`src/rtl/sft_pkg.sv`:
```
package sft_pkg;
  localparam int DATA_W  = 9;
  localparam int FRAME_W = 1 + DATA_W + 1 + 2;
  localparam int CNT_W   = $clog2(FRAME_W + 1);

  typedef enum logic [1:0] {
    PAR_NONE = 2'b00,
    PAR_EVEN = 2'b01,
    PAR_ODD  = 2'b10,
    PAR_RSVD = 2'b11
  } par_mode_t;

  function automatic logic [CNT_W-1:0] data_len(input logic [2:0] sel);
    case (sel)
      3'd0:    data_len = CNT_W'(5);
      3'd1:    data_len = CNT_W'(6);
      3'd2:    data_len = CNT_W'(7);
      3'd3:    data_len = CNT_W'(8);
      default: data_len = CNT_W'(9);
    endcase
  endfunction

  function automatic logic par_on(input par_mode_t pm);
    par_on = (pm == PAR_EVEN) || (pm == PAR_ODD);
  endfunction

  function automatic logic parity_of(input logic [DATA_W-1:0] d,
                                     input logic [CNT_W-1:0] len,
                                     input logic odd);
    logic acc;
    acc = odd;
    for (int i = 0; i < DATA_W; i++) begin
      if (CNT_W'(i) < len) acc = acc ^ d[i];
    end
    parity_of = acc;
  endfunction

  function automatic logic [CNT_W-1:0] frame_len(input logic [2:0] sel,
                                                 input par_mode_t pm,
                                                 input logic two);
    frame_len = CNT_W'(2) + data_len(sel) + CNT_W'(par_on(pm)) + CNT_W'(two);
  endfunction

  function automatic logic [FRAME_W-1:0] build_frame(input logic [DATA_W-1:0] d,
                                                     input logic [2:0] sel,
                                                     input par_mode_t pm);
    logic [FRAME_W-1:0] v;
    logic [CNT_W-1:0]   len;
    len  = data_len(sel);
    v    = '1;
    v[0] = 1'b0;
    for (int i = 0; i < DATA_W; i++) begin
      if (CNT_W'(i) < len) v[1+i] = d[i];
    end
    if (par_on(pm)) v[32'(len) + 1] = parity_of(d, len, pm == PAR_ODD);
    build_frame = v;
  endfunction
endpackage

```
`src/rtl/sft_baud_gen.sv`:
```
module sft_baud_gen #(
  parameter int DIV_W = 16
) (
  input  logic             clk,
  input  logic             rst_n,
  input  logic             restart,
  input  logic             run,
  input  logic [DIV_W-1:0] div,
  output logic             tick
);
  logic [DIV_W-1:0] cnt;
  logic [DIV_W-1:0] div_q;

  assign tick = run && (cnt == div_q);

  always_ff @(posedge clk or negedge rst_n) begin
    if (!rst_n) begin
      cnt   <= '0;
      div_q <= '0;
    end else if (restart) begin
      cnt   <= '0;
      div_q <= div;
    end else if (run) begin
      cnt <= tick ? '0 : cnt + 1'b1;
    end else begin
      cnt <= '0;
    end
  end


  bit_count_bound_chk: assert property (@(posedge clk) disable iff (!rst_n)
    run |-> (cnt <= div_q));
endmodule

```
`src/rtl/sft_frame_builder.sv`:
```
module sft_frame_builder
  import sft_pkg::*;
(
  input  logic [DATA_W-1:0]  data,
  input  logic [2:0]         len_sel,
  input  par_mode_t          par,
  input  logic               two_stop,
  output logic [FRAME_W-1:0] frame,
  output logic [CNT_W-1:0]   nbits
);
  always_comb begin
    frame = build_frame(data, len_sel, par);
    nbits = frame_len(len_sel, par, two_stop);
  end
endmodule

```
`src/rtl/sft_shifter.sv`:
```
module sft_shifter
  import sft_pkg::*;
(
  input  logic               clk,
  input  logic               rst_n,
  input  logic               start,
  input  logic [FRAME_W-1:0] frame_in,
  input  logic [CNT_W-1:0]   nbits_in,
  input  logic               sync_in,
  input  logic               pol_in,
  input  logic               tick,
  output logic               txd,
  output logic               xck_r,
  output logic               busy,
  output logic               adv,
  output logic               frame_end
);
  logic [FRAME_W-1:0] shift;
  logic [CNT_W-1:0]   rem;
  logic               half;
  logic               sync_q;
  logic               pol_q;

  assign adv       = busy && tick && (!sync_q || half);
  assign frame_end = adv && (rem == CNT_W'(1));
  assign txd       = busy ? shift[0] : 1'b1;

  always_ff @(posedge clk or negedge rst_n) begin
    if (!rst_n) begin
      shift  <= '1;
      rem    <= '0;
      busy   <= 1'b0;
      half   <= 1'b0;
      xck_r  <= 1'b0;
      sync_q <= 1'b0;
      pol_q  <= 1'b0;
    end else if (start) begin
      shift  <= frame_in;
      rem    <= nbits_in;
      busy   <= 1'b1;
      half   <= 1'b0;
      xck_r  <= pol_in;
      sync_q <= sync_in;
      pol_q  <= pol_in;
    end else if (busy) begin
      if (tick && sync_q) begin
        half  <= ~half;
        xck_r <= half ? pol_q : ~pol_q;
      end
      if (adv) begin
        shift <= {1'b1, shift[FRAME_W-1:1]};
        rem   <= rem - 1'b1;
      end
      if (frame_end) busy <= 1'b0;
    end
  end


  start_low_chk: assert property (@(posedge clk) disable iff (!rst_n)
    start |=> (busy && (txd == 1'b0)));


  change_edge_chk: assert property (@(posedge clk) disable iff (!rst_n)
    (adv && sync_q) |=> (xck_r == pol_q));


  async_xck_quiet_chk: assert property (@(posedge clk) disable iff (!rst_n)
    (busy && !sync_q && !start) |=> $stable(xck_r));


  busy_load_ignored_chk: assert property (@(posedge clk) disable iff (!rst_n)
    (busy && !adv && !start) |=> ($stable(rem) && $stable(shift)));
endmodule

```
`src/rtl/serial_frame_tx.sv`:
```
module serial_frame_tx
  import sft_pkg::*;
#(
  parameter int DIV_W = 16
) (
  input  logic             clk,
  input  logic             rst_n,
  input  logic [DIV_W-1:0] baud_div,
  input  logic [8:0]       tx_data,
  input  logic             load,
  input  logic [2:0]       len_sel,
  input  logic [1:0]       par_mode,
  input  logic             two_stop,
  input  logic             sync_mode,
  input  logic             clk_pol,
  output logic             txd,
  output logic             xck,
  output logic             ready,
  output logic             frame_done
);
  logic [FRAME_W-1:0] frame;
  logic [CNT_W-1:0]   nbits;
  logic               tick;
  logic               busy;
  logic               adv;
  logic               frame_end;
  logic               xck_r;
  logic               start;

  assign ready      = !busy || frame_end;
  assign start      = load && ready;
  assign frame_done = frame_end;
  assign xck        = busy ? xck_r : clk_pol;

  sft_frame_builder u_build (
    .data     (tx_data),
    .len_sel  (len_sel),
    .par      (par_mode_t'(par_mode)),
    .two_stop (two_stop),
    .frame    (frame),
    .nbits    (nbits)
  );

  sft_baud_gen #(.DIV_W(DIV_W)) u_baud (
    .clk     (clk),
    .rst_n   (rst_n),
    .restart (start),
    .run     (busy),
    .div     (baud_div),
    .tick    (tick)
  );

  sft_shifter u_shift (
    .clk       (clk),
    .rst_n     (rst_n),
    .start     (start),
    .frame_in  (frame),
    .nbits_in  (nbits),
    .sync_in   (sync_mode),
    .pol_in    (clk_pol),
    .tick      (tick),
    .txd       (txd),
    .xck_r     (xck_r),
    .busy      (busy),
    .adv       (adv),
    .frame_end (frame_end)
  );


  done_to_idle_chk: assert property (@(posedge clk) disable iff (!rst_n)
    (frame_done && !load) |=> (ready && txd));


  done_single_chk: assert property (@(posedge clk) disable iff (!rst_n)
    frame_done |=> !frame_done);
endmodule

```
`config.mk`:
```
export PLATFORM = sky130hd
export DESIGN_NAME = serial_frame_tx
export DESIGN_NICKNAME = d
export VERILOG_FILES = /design/src/rtl/sft_pkg.sv /design/src/rtl/sft_baud_gen.sv /design/src/rtl/sft_frame_builder.sv /design/src/rtl/sft_shifter.sv /design/src/rtl/serial_frame_tx.sv
export SDC_FILE = /design/constraint.sdc
export NUM_CORES = 1
export LEC_CHECK = 0
export CORE_ASPECT_RATIO = 0.9
export CORE_MARGIN = 2
export CORE_UTILIZATION = 55
export CTS_CLUSTER_DIAMETER = 40
export DETAILED_ROUTE_END_ITERATION = 6
export GPL_TIMING_DRIVEN = 0
export MAX_ROUTING_LAYER = met4
export PLACE_DENSITY_LB_ADDON = 0.2
export RECOVER_POWER = 100
export REMOVE_ABC_BUFFERS = 1
export SLEW_MARGIN = 20
export SYNTH_ARGS = -nofsm -noshare
export SYNTH_HDL_FRONTEND = slang
export SYNTH_HIERARCHICAL = 1
export SYNTH_SLANG_ARGS = --single-unit
```
`constraint.sdc`:
```
create_clock -name clk -period 4.15 [get_ports clk]
set_clock_uncertainty 0.2 [all_clocks]
set_input_delay 0.415 -clock clk [delete_from_list [all_inputs] [get_ports clk]]
set_output_delay 0.415 -clock clk [all_outputs]
set_load 0.01 [all_outputs]
```
After elaboration in Yosys (flattened, before gate mapping)

Index checks and enable logic that the tools add are counted.

Bits in registers: 54
Output and inout bits: 4
Latch bits: 0
Memories kept: 0
RAM bits: 0
Input port bits: 36
Bits in read-only memories: 0
Logic and storage cells: 115

Bitwise operators: 11
Magnitude comparators: 11
Shift-type cells: 0
Div/mod/pow operators: 0
Equality and inequality tests: 7
Add/sub/neg operators: 6
Reductions and logical operators: 18
$mul: 0
Muxes and demuxes: 53

Operator list:

| operator                                             | number |
|---|---|
| 2-to-1 mux 13 bit                                    | 4 |
| 2-to-1 mux 16 bit                                    | 3 |
| 2-to-1 mux 1 bit                                     | 40 |
| >= comparator 32 x 1 -> 1 bit, second input constant | 1 |
| < comparator 32 x 5 -> 1 bit, second input constant  | 1 |
| adder 16 x 1 -> 16 bit, second input constant        | 1 |
| equality test 16 bit                                 | 1 |
| < comparator 3 x 4 -> 1 bit, first input constant    | 4 |
| case mux 4 bit (4 select lines)                      | 1 |
| bitwise mux 13 bit                                   | 1 |
| 2-to-1 mux 4 bit                                     | 3 |
| XOR 1 bit                                            | 9 |
| adder 4 x 1 -> 4 bit                                 | 2 |
| < comparator 1 x 4 -> 1 bit, first input constant    | 2 |
| < comparator 2 x 4 -> 1 bit, first input constant    | 2 |
| logical AND 1 bit                                    | 7 |
| equality test 3 x 2 -> 1 bit, second input constant  | 2 |
| nonzero test 2 bit                                   | 3 |
| adder 4 x 1 -> 5 bit, second input constant          | 1 |
| adder 2 x 4 -> 4 bit, first input constant           | 1 |
| demux 1 bit (select 4 bit)                           | 1 |
| equality test 4 x 1 -> 1 bit, second input constant  | 1 |
| < comparator 4 bit, first input constant             | 1 |
| AND reduction 2 bit                                  | 2 |
| other kinds (8)                                      | 12 |

Depth between registers and ports, before layout

Gate-level depths: netlist (run 1).

Word-level depth: 32
Gate-level depth with buffers: 15
Depth with buffers taken out: 11

Modules after synthesis

The synthesis (run 1) kept the hierarchy.

By module, submodules not included:

| module            | instances | area an instance (um^2) | cells each | sequential area each (um^2) |
|---|---|---|---|---|
| sft_baud_gen      | 1         | 1537.7                  | 129        | 800.8 |
| sft_shifter       | 1         | 1136.1                  | 128        | 566.8 |
| sft_frame_builder | 1         | 349.1                   | 51         | 0.0 |
| serial_frame_tx   | 1         | 27.5                    | 3          | 0.0 |

Worst setup path after synthesis (run 1)

OpenSTA, ideal clock, no wires.

Path kind: register to register
Start point: register u_baud.cnt[4]
End point: register u_baud.div_q[10]
Slack: 0.194 ns
Clock period less this slack: 3.956 ns
Required time: 3.825 ns
Stages on the path, launching flop included: 14
Arrival: 3.631 ns
Cells stage by stage: dfrtp_1 > buf_6 > xor2_1 > nor4_2 > nand2_1 > nor4_1 > nand2_2 > buf_6 > nor4_1 > nand2b_1 > and2_1 > clkbuf_1 > clkbuf_1 > mux2_2

Longest elaborated chain between the ends: 7

Ends and longest elaborated chain:

| item                            | line                  | source |
|---|---|---|
| start, declared                 | sft_baud_gen.sv:11    | `logic [DIV_W-1:0] cnt;` |
| start signal, assigned          | sft_baud_gen.sv:24    | `cnt <= tick ? '0 : cnt + 1'b1;` |
| equality test 16 bit            | sft_baud_gen.sv:14    | `assign tick = run && (cnt == div_q);` |
| logical AND 1 bit               | sft_baud_gen.sv:14    |  |
| named net tick                  | serial_frame_tx.sv:23 | `logic tick;` |
| logical AND 1 bit (2 in series) | sft_shifter.sv:24     | `assign adv = busy && tick && (!sync_q \|\| half);` |
| logical AND 1 bit               | sft_shifter.sv:25     | `assign frame_end = adv && (rem == CNT_W'(1));` |
| named net frame_done            | serial_frame_tx.sv:19 | `output logic frame_done` |
| logical OR 1 bit                | serial_frame_tx.sv:30 | `assign ready = !busy \|\| frame_end;` |
| named net ready                 | serial_frame_tx.sv:18 | `output logic ready,` |
| logical AND 1 bit               | serial_frame_tx.sv:31 | `assign start = load && ready;` |
| named net start                 | serial_frame_tx.sv:28 | `logic start;` |
| end signal, assigned            | sft_baud_gen.sv:22    | `div_q <= div;` |
| end, declared                   | sft_baud_gen.sv:12    | `logic [DIV_W-1:0] div_q;` |

The timed path passes the listed nets, and every way through them passes these cells.
A chain may end at the register's enable or synchronous reset.

Final worst setup path (run 1)

Start point: register u_baud.cnt[5]
End point: output ready

Longest elaborated chain between the ends: 6

Ends and longest elaborated chain:

| item                            | line |
|---|---|
| equality test 16 bit            | sft_baud_gen.sv:14 |
| logical AND 1 bit               | sft_baud_gen.sv:14 |
| named net tick                  | serial_frame_tx.sv:23 |
| logical AND 1 bit (2 in series) | sft_shifter.sv:24 |
| logical AND 1 bit               | sft_shifter.sv:25 |
| logical OR 1 bit                | serial_frame_tx.sv:30 |
| end, declared                   | serial_frame_tx.sv:18 |

The timed path passes the listed nets, and every way through them passes these cells.

==> impl_metrics.ini, run 1 <==
[cells_and_area]
antennaDiodeCount = 0
post-route-util_pct = 66.63
fillCellCount = 445
layout_common_cells = dfrtp_1, nor2_1, clkdlybuf4s50_1
nets = 378
mostFrequentLayoutCell = dfrtp_1
drive_gt1_share_pct = 14.88
syn_to_final_growth_pct = 15.61

[placement]
gp_congestion = 0.7951
port_buffers = 39
dp_hpwl_mm = 3.947
dp_slack_ns = -1.038

[timing]
worst_pin_slew_ns = 2.796
finalCritPeriodShare_pct = 92.62
slew_headroom_pct = -86.41
worst_slack_ns = 0.3062
hold_violations = 0
setup_violations = 0
finalCriticalPeriod_ns = 3.844
rsz0062_at_grt = false
fmax_mhz = 260.2
timing.hold.ws_ns = 0.2896
drv_slew = 55
timing.setup.tns_ns = 0

[grt]
grt_max_degree = 55
grt_pass1_vias = 2155
grt_pass1_wl_mm = 10.06
track_usage_pct = 22.24
gr-total-overflow = 0
antenna_found_initial = 0

[route]
vias = 2216
wl_per_cell_um = 14.37
antenna_left = 0
remaining_drc_errors = 0
firstDrtPassIters = 4
drt-vias-per-instance = 5.499
drt-initial-drc-count = 184
routed_wl_mm = 5.793

[worst_setup_path]
cp.arrival_ns = 3.23
startpoint = u_baud/cnt[5]$_DFF_PN0_
slowest_delay_ns = 0.62
worstSetupEndpointType = primary output
path_cells = xor2_1, nor4_2, nand2_1, nor4_4, nand2_4, nor4_2, nand2b_1, dlygate4sd3_1
required_ns = 3.53
crit_family = simple AND/OR/NAND/NOR gates
crit_top_cell = nor4_2
cp-start-kind = flip-flop
worst-path-buf-inv = 1
crit_path_top_delay_cell = dlygate4sd3_1
path_max_fanout = 19
rr_startpoint = u_baud/cnt[5]$_DFF_PN0_
rrSetupSlack_ns = 0.41
criticalPathCategory = reg2out

[run_status]
violations = max-capacitance violations, max-slew violations
status = complete, but fails checks

[logic_synthesis]
yosys_warnings = 6
synth_area_um2 = 3047
synth_area_per_cell_um2 = 9.828
syn_inst = 310

[clock_tree]
root_buffer = clkbuf_8
clk_pin_slew_ns = 0.09
tritoncts = yes
max-clock-path-buffers = 2
cts_inserted_buffers = 5
clk-insertion-delay-late_ns = 0.30
htreeDepth = 2
cts.sinks = 54

[floorplan]
die_x_um = 82.46
io-pin-count = 40
die_area_um2 = 6152
initial_utilization_pct = 57.63
fp.dieH_um = 74.61
placementRows = 25
core_um2 = 5286

[pwr]
max-vdd-ir-drop_v = 0.0002988
p_leak_nw = 1.451
cellPowerDensity_nw_per_um2 = 442.7

[worst_hold_path]
worst_hold_path_type = reg2reg
hold_start = u_shift/shift[9]$_DFFE_PN1P_

[run]
max_cap_viol_count = 1
sequential cells by signal, summed over array words and instances (netlist names):
signal,cells
u_shift/rem,4
u_shift/pol_q,1
u_baud/cnt,16
u_shift/shift,13
u_shift/busy,1
u_baud/div_q,16
u_shift/half,1
u_shift/xck_r,1
u_shift/sync_q,1
path summary, 6_finish.rpt:
check / to / cells past startpoint
worst max-delay path: ready / 8
worst max register to register: u_shift/rem[1]$_DFFE_PN0P_ / 12
min in group asynchronous: u_baud/div_q[4]$_DFFE_PN0P_ / 2
worst min register to register: u_shift/shift[8]$_DFFE_PN1P_ / 2
max in group asynchronous: u_shift/half$_DFFE_PN0P_ / 2
worst min-delay path: u_shift/shift[8]$_DFFE_PN1P_ / 2
power by group:
group / internal [mW] / switching [mW]
Combinational: 0.236 / 0.236
Sequential: 0.700 / 0.113
Clock: 0.117 / 0.158
Total: 1.05 / 0.507
layout make-up:
class / count / area [um^2] / area share (%)
timing repair buffer: 41 / 399.1 / 11.33
timing repair inverter: 1 / 7.507 / 0.2131
inverter: 12 / 46.29 / 1.314
clock buffer: 7 / 76.32 / 2.167
multi-input combinational: 221 / 1541 / 43.77
sequential: 54 / 1368 / 38.83
tap: 67 / 83.83 / 2.380
per-layer routing:
layer	global-route usage, %	wire length [um]
met1	31.97	2910
met2	32.53	2603
met3	3.717	226
met4	6.667	53
met5	-	0
worst min-delay path, cell delays in order (launching register included):
cell and delay, ns:
dfstp_2 0.38, nand3_1 0.05, a31oi_1 0.07
timing repair:
item                                   CTS  global route
endpoints found under the hold margin   41             0
buffers inserted                         0             1
resized for setup                        6             3
cloned                                   1             0
setup endpoints to repair               56            19
hold buffers                             1             0
per-stage QoR:
stage | total power, mW | instances | instance area (um^2)
final | 1.559 | 403 | 3522
after global routing | 1.689 | 403 | 3522
after floorplan | 1.125 | 287 | 2917
after detailed placement | 1.283 | 393 | 3388
after CTS | 1.570 | 402 | 3501
after global placement | 1.260 | 393 | 3391
(Power assumes the default switching activity.)
==> run 2: changes to the inputs <==
==> constraint.sdc (replaced) <==
create_clock -name clk -period 3.7 [get_ports clk]
set_clock_uncertainty 0.2 [all_clocks]
set_input_delay 0.37 -clock clk [delete_from_list [all_inputs] [get_ports clk]]
set_output_delay 0.37 -clock clk [all_outputs]
set_load 0.01 [all_outputs]
==> impl_metrics.ini, run 2 (synthesis gave the netlist of run 1 again) <==
[cells_and_area]
drive_gt1_share_pct = 15.43
syn_to_final_growth_pct = 15.73
largest_registers = u_baud/cnt (16), u_baud/div_q (16), u_shift/shift (13)
mostFrequentLayoutCell = dfrtp_1
final_cells = 404
layout_common_cells = dfrtp_1, nor2_1, clkdlybuf4s50_1
antennaDiodeCount = 0
nets = 379
stdcell_area_um2 = 3526

[grt]
grt_max_degree = 55
antenna_found_initial = 0
grt_pass1_wl_mm = 10.09
gr-total-overflow = 0
grt_pass1_vias = 2138
track_usage_pct = 22.40

[pwr]
cellPowerDensity_nw_per_um2 = 497.0
finalPower_mw = 1.752
p_leak_nw = 1.451
max-vdd-ir-drop_v = 0.0003393

[clock_tree]
clk_pin_slew_ns = 0.09
cts.sinks = 54
tritoncts = yes
htreeDepth = 2
max-clock-path-buffers = 2
cts_inserted_buffers = 5
root_buffer = clkbuf_8
clk-insertion-delay-late_ns = 0.30

[route]
remaining_drc_errors = 0
vias = 2196
firstDrtPassIters = 4
wl_per_cell_um = 14.44
drt-vias-per-instance = 5.436
drt-initial-drc-count = 153
routed_wl_mm = 5.833
antenna_left = 0

[placement]
dp_hpwl_mm = 3.947
gp_congestion = 0.7951
dp_cells = 393
dpl_cell_area_um2 = 3388
port_buffers = 39

[floorplan]
die_area_um2 = 6152
io-pin-count = 40
initial_utilization_pct = 57.63
placementRows = 25
core_um2 = 5286
fp.dieH_um = 74.61
die_x_um = 82.46

[timing]
worst_pin_slew_ns = 1.288
hold_violations = 0
rsz0062_at_grt = false
drv_slew = 0
finalCritPeriodShare_pct = 94.15
timing.hold.ws_ns = 0.2936
setup_violations = 0
finalCriticalPeriod_ns = 3.483
slew_headroom_pct = 14.16
fmax_mhz = 287.1

[worst_hold_path]
hold_start = u_shift/shift[9]$_DFFE_PN1P_
min_path_cells = 2
worst_hold_path_type = reg2reg
hold_end = u_shift/shift[8]$_DFFE_PN1P_

[worst_setup_path]
criticalPathCategory = reg2out
cp.arrival_ns = 2.91
timing.rr.end = u_shift/rem[1]$_DFFE_PN0P_
required_ns = 3.13
rr_worst_depth = 12
path_max_fanout = 5
rrSetupSlack_ns = 0.28
cp-start-kind = flip-flop
worstSetupEndpointType = primary output
rr_startpoint = u_baud/cnt[5]$_DFF_PN0_

[run]
max_cap_viol_count = 0

[run_status]
status = complete, no violations
run 2: cell count changes in the layout (fill, tap and decap cells not counted), sizes merged:
cell	delta
dlygate4sd3	-1
buf	+2
clkbuf	-1
clkdlybuf4s50	+1
run 2: where the power goes:
group | internal [mW] | switching (mW) | leakage (nW)
combinational | 0.265 | 0.265 | 0.767
clock | 0.131 | 0.181 | 0.0383
sequential | 0.785 | 0.126 | 0.646
run 2: cell type report:
cell class	count	area, um^2
fill	447	1760
multi-input combinational	221	1536
sequential	54	1368
timing repair buffer	42	407.9
tap	67	83.83
clock buffer	7	76.32
inverter	12	46.29
timing repair inverter	1	7.507
run 2: stage by stage:
stage	utilization, %	setup WS [ns]	TNS (ns)
floorplan	-	-0.6099	-14.93
global placement	64.14	-1.386	-48.79
detailed placement	64.09	-1.488	-52.45
CTS	66.79	0.02827	0
global route	66.70	0.01201	0
finish	66.70	0.2166	0
run 2: worst max-delay path by stage:
stage | from | endpoint | cells past startpoint
global route | u_baud/cnt[5]$_DFF_PN0_ | u_shift/rem[1]$_DFFE_PN0P_ | 12
floorplan | u_baud/cnt[4]$_DFF_PN0_ | u_shift/rem[2]$_DFFE_PN0P_ | 11
global placement | u_baud/cnt[8]$_DFF_PN0_ | u_shift/rem[2]$_DFFE_PN0P_ | 11
CTS | u_baud/cnt[5]$_DFF_PN0_ | ready | 8
finish | u_baud/cnt[5]$_DFF_PN0_ | ready | 8
detailed placement | u_baud/cnt[5]$_DFF_PN0_ | u_shift/rem[2]$_DFFE_PN0P_ | 11
run 2: metal layers:
metal,GRT usage (%),part of all wire [%]
met4,6.667,0.91
met2,31.63,44
met5,-,0
met3,3.717,4.2
met1,33.23,51
run 2: worst max-delay path, cell delays in order (launching register included):
cell and delay [ns]:
dfrtp_1 0.45, xor2_1 0.19, nor4_2 0.34, nand2_1 0.21, nor4_4 0.24, nand2_2 0.14, nor4_2 0.33, nand2b_1 0.17
clkdlybuf4s50_1 0.55
run 2: timing repair:
action / CTS / global route
hold buffers: 1 / 0
setup buffers: 2 / 0
cloned: 1 / 0
pin swaps: 1 / 1
setup endpoints to repair: 56 / 17
hold endpoints to repair: 41 / 0
gates resized for setup: 8 / 0
==> run 3: changes to the inputs <==
--- a/config.mk
+++ b/config.mk
@@ -7,12 +7,12 @@
 export LEC_CHECK = 0
 export CORE_ASPECT_RATIO = 0.9
 export CORE_MARGIN = 2
-export CORE_UTILIZATION = 55
+export CORE_UTILIZATION = 59
 export CTS_CLUSTER_DIAMETER = 40
 export DETAILED_ROUTE_END_ITERATION = 6
 export GPL_TIMING_DRIVEN = 0
 export MAX_ROUTING_LAYER = met4
-export PLACE_DENSITY_LB_ADDON = 0.2
+export PLACE_DENSITY = 0.95
 export RECOVER_POWER = 100
 export REMOVE_ABC_BUFFERS = 1
 export SLEW_MARGIN = 20
==> constraint.sdc (replaced) <==
create_clock -name clk -period 4.41 [get_ports clk]
set_clock_uncertainty 0.2 [all_clocks]
set_input_delay 0.441 -clock clk [delete_from_list [all_inputs] [get_ports clk]]
set_output_delay 0.441 -clock clk [all_outputs]
set_load 0.01 [all_outputs]
==> impl_metrics.ini, run 3 (synthesis gave the netlist of run 1 again) <==
[cells_and_area]
layout_common_cells = dfrtp_1, nor2_1, clkdlybuf4s50_1
syn_to_final_growth_pct = 16.96
final_cells = 401
antennaDiodeCount = 0
nets = 377
largest_registers = u_baud/cnt (16), u_baud/div_q (16), u_shift/shift (13)
fillCellCount = 328
drive_gt1_share_pct = 15.18
mostFrequentLayoutCell = dfrtp_1

[worst_setup_path]
crit_family = simple AND/OR/NAND/NOR gates
path_cells = xor2_1, nor4_1, nand2_1, nor4_2, nand2_2, nor4_2, nand2b_1, clkdlybuf4s50_1
worst-path-buf-inv = 1
crit_top_cell = nor4_2
crit_path_top_delay_cell = clkdlybuf4s50_1
rr_worst_depth = 11
path_max_fanout = 19
required_ns = 3.77
rr_startpoint = u_baud/cnt[8]$_DFF_PN0_
worstSetupEndpointType = primary output
criticalPathCategory = reg2out
startpoint = u_baud/cnt[8]$_DFF_PN0_
cp.arrival_ns = 3.47
crit_cells = 8
slowest_delay_ns = 0.54
cp-start-kind = flip-flop

[clock_tree]
clk-insertion-delay-late_ns = 0.31
max-clock-path-buffers = 2
root_buffer = clkbuf_8
cts.sinks = 54
clk_pin_slew_ns = 0.10
cts_inserted_buffers = 5
post_cts_buffers = 0
tritoncts = yes
htreeDepth = 2

[timing]
hold_violations = 0
worst_slack_ns = 0.3037
fmax_mhz = 243.5
setup_violations = 0
timing.hold.ws_ns = 0.2873
finalCritPeriodShare_pct = 93.11
finalCriticalPeriod_ns = 4.106
worst_pin_slew_ns = 2.754
drv_slew = 55
slew_headroom_pct = -83.57

[worst_hold_path]
worst_hold_path_type = reg2reg
min_path_cells = 2
hold_start = u_shift/shift[2]$_DFFE_PN1P_

[floorplan]
die_area_um2 = 5755
initial_utilization_pct = 61.86
placementRows = 24
fp.dieH_um = 72.17
die_x_um = 79.75
io-pin-count = 40
core_um2 = 4925

[run_status]
status = complete, but fails checks
violations = max-capacitance violations, max-slew violations

[route]
drt-initial-drc-count = 328
wl_per_cell_um = 16.49
m1WireLength_mm = 2.722
remaining_drc_errors = 0
highest_layer = met4
routed_wl_mm = 6.612
route.met2.wl_mm = 3.288
drt-vias-per-instance = 5.828
firstDrtPassIters = 6
antenna_left = 0
met3WireLength_um = 466
vias = 2337

[placement]
port_buffers = 39
dp_cells = 391
dp_hpwl_mm = 4.431
gp_congestion = 0.8243
dp_slack_ns = -0.6015

[grt]
grt_max_degree = 55
antenna_found_initial = 0
track_usage_pct = 24.48
grt_pass1_vias = 2277
gr-total-overflow = 0
grt_pass1_wl_mm = 10.59

[run]
max_cap_viol_count = 1

[pwr]
p_leak_nw = 1.463
max-vdd-ir-drop_v = 0.0003002
cellPowerDensity_nw_per_um2 = 457.5
[run 3: worst paths after layout]
path	end	slack, ns
hold / removal	u_shift/shift[1]$_DFFE_PN1P_	0.29
hold reg to reg	u_shift/shift[1]$_DFFE_PN1P_	0.29
setup / recovery	ready	0.30
min in group asynchronous	u_baud/div_q[1]$_DFFE_PN0P_	1.35
max in group asynchronous	u_baud/cnt[4]$_DFF_PN0_	1.10
setup reg to reg	u_shift/rem[2]$_DFFE_PN0P_	0.34
[run 3: through the flow]
stage | instance area (um^2) | util (%) | power (mW) | setup TNS (ns)
global placement | 3388 | 68.80 | 1.180 | -7.027
global route | 3563 | 72.36 | 1.719 | -0.03152
CTS | 3552 | 72.13 | 1.618 | 0
detailed placement | 3386 | 68.75 | 1.216 | -9.472
finish | 3563 | 72.36 | 1.630 | 0
floorplan | 2917 | - | 1.059 | 0
[run 3: timing repair]
| item | CTS | global route |
|---|---|---|
| hold endpoints to repair | 41 | 0 |
| setup endpoints to repair | 33 | 32 |
| resized for setup | 4 | 2 |
| hold buffers | 1 | 0 |
| gates cloned | 1 | 0 |
[run 3: cell type report]
cell class	count	area [um^2]	area share (%)
multi-input cells	221	1521	42.70
flip-flops and latches	54	1368	38.38
repair buffers	40	394.1	11.06
clock buffers	6	82.58	2.317
well taps	65	81.33	2.282
clock inverters	2	60.06	1.685
inverters	12	48.80	1.369
repair inverters	1	7.507	0.2107
[run 3: tightest hold or removal path: stages, from the launching register on]
cell and delay [ns]:
dfstp_2 0.38, nand3_1 0.06, a31oi_1 0.07
[run 3: metal layers]
metal / vias to the layer above / track usage, %
met1: 1135 / 30.97
met2: 94 / 39.31
met5: - / -
met4: 0 / 7.910
li1: 1092 / -
met3: 16 / 5.846
[run 3: power breakdown]
part	internal, mW	switching (mW)
Clock	0.242	0.158
Combinational	0.222	0.234
Sequential	0.659	0.116
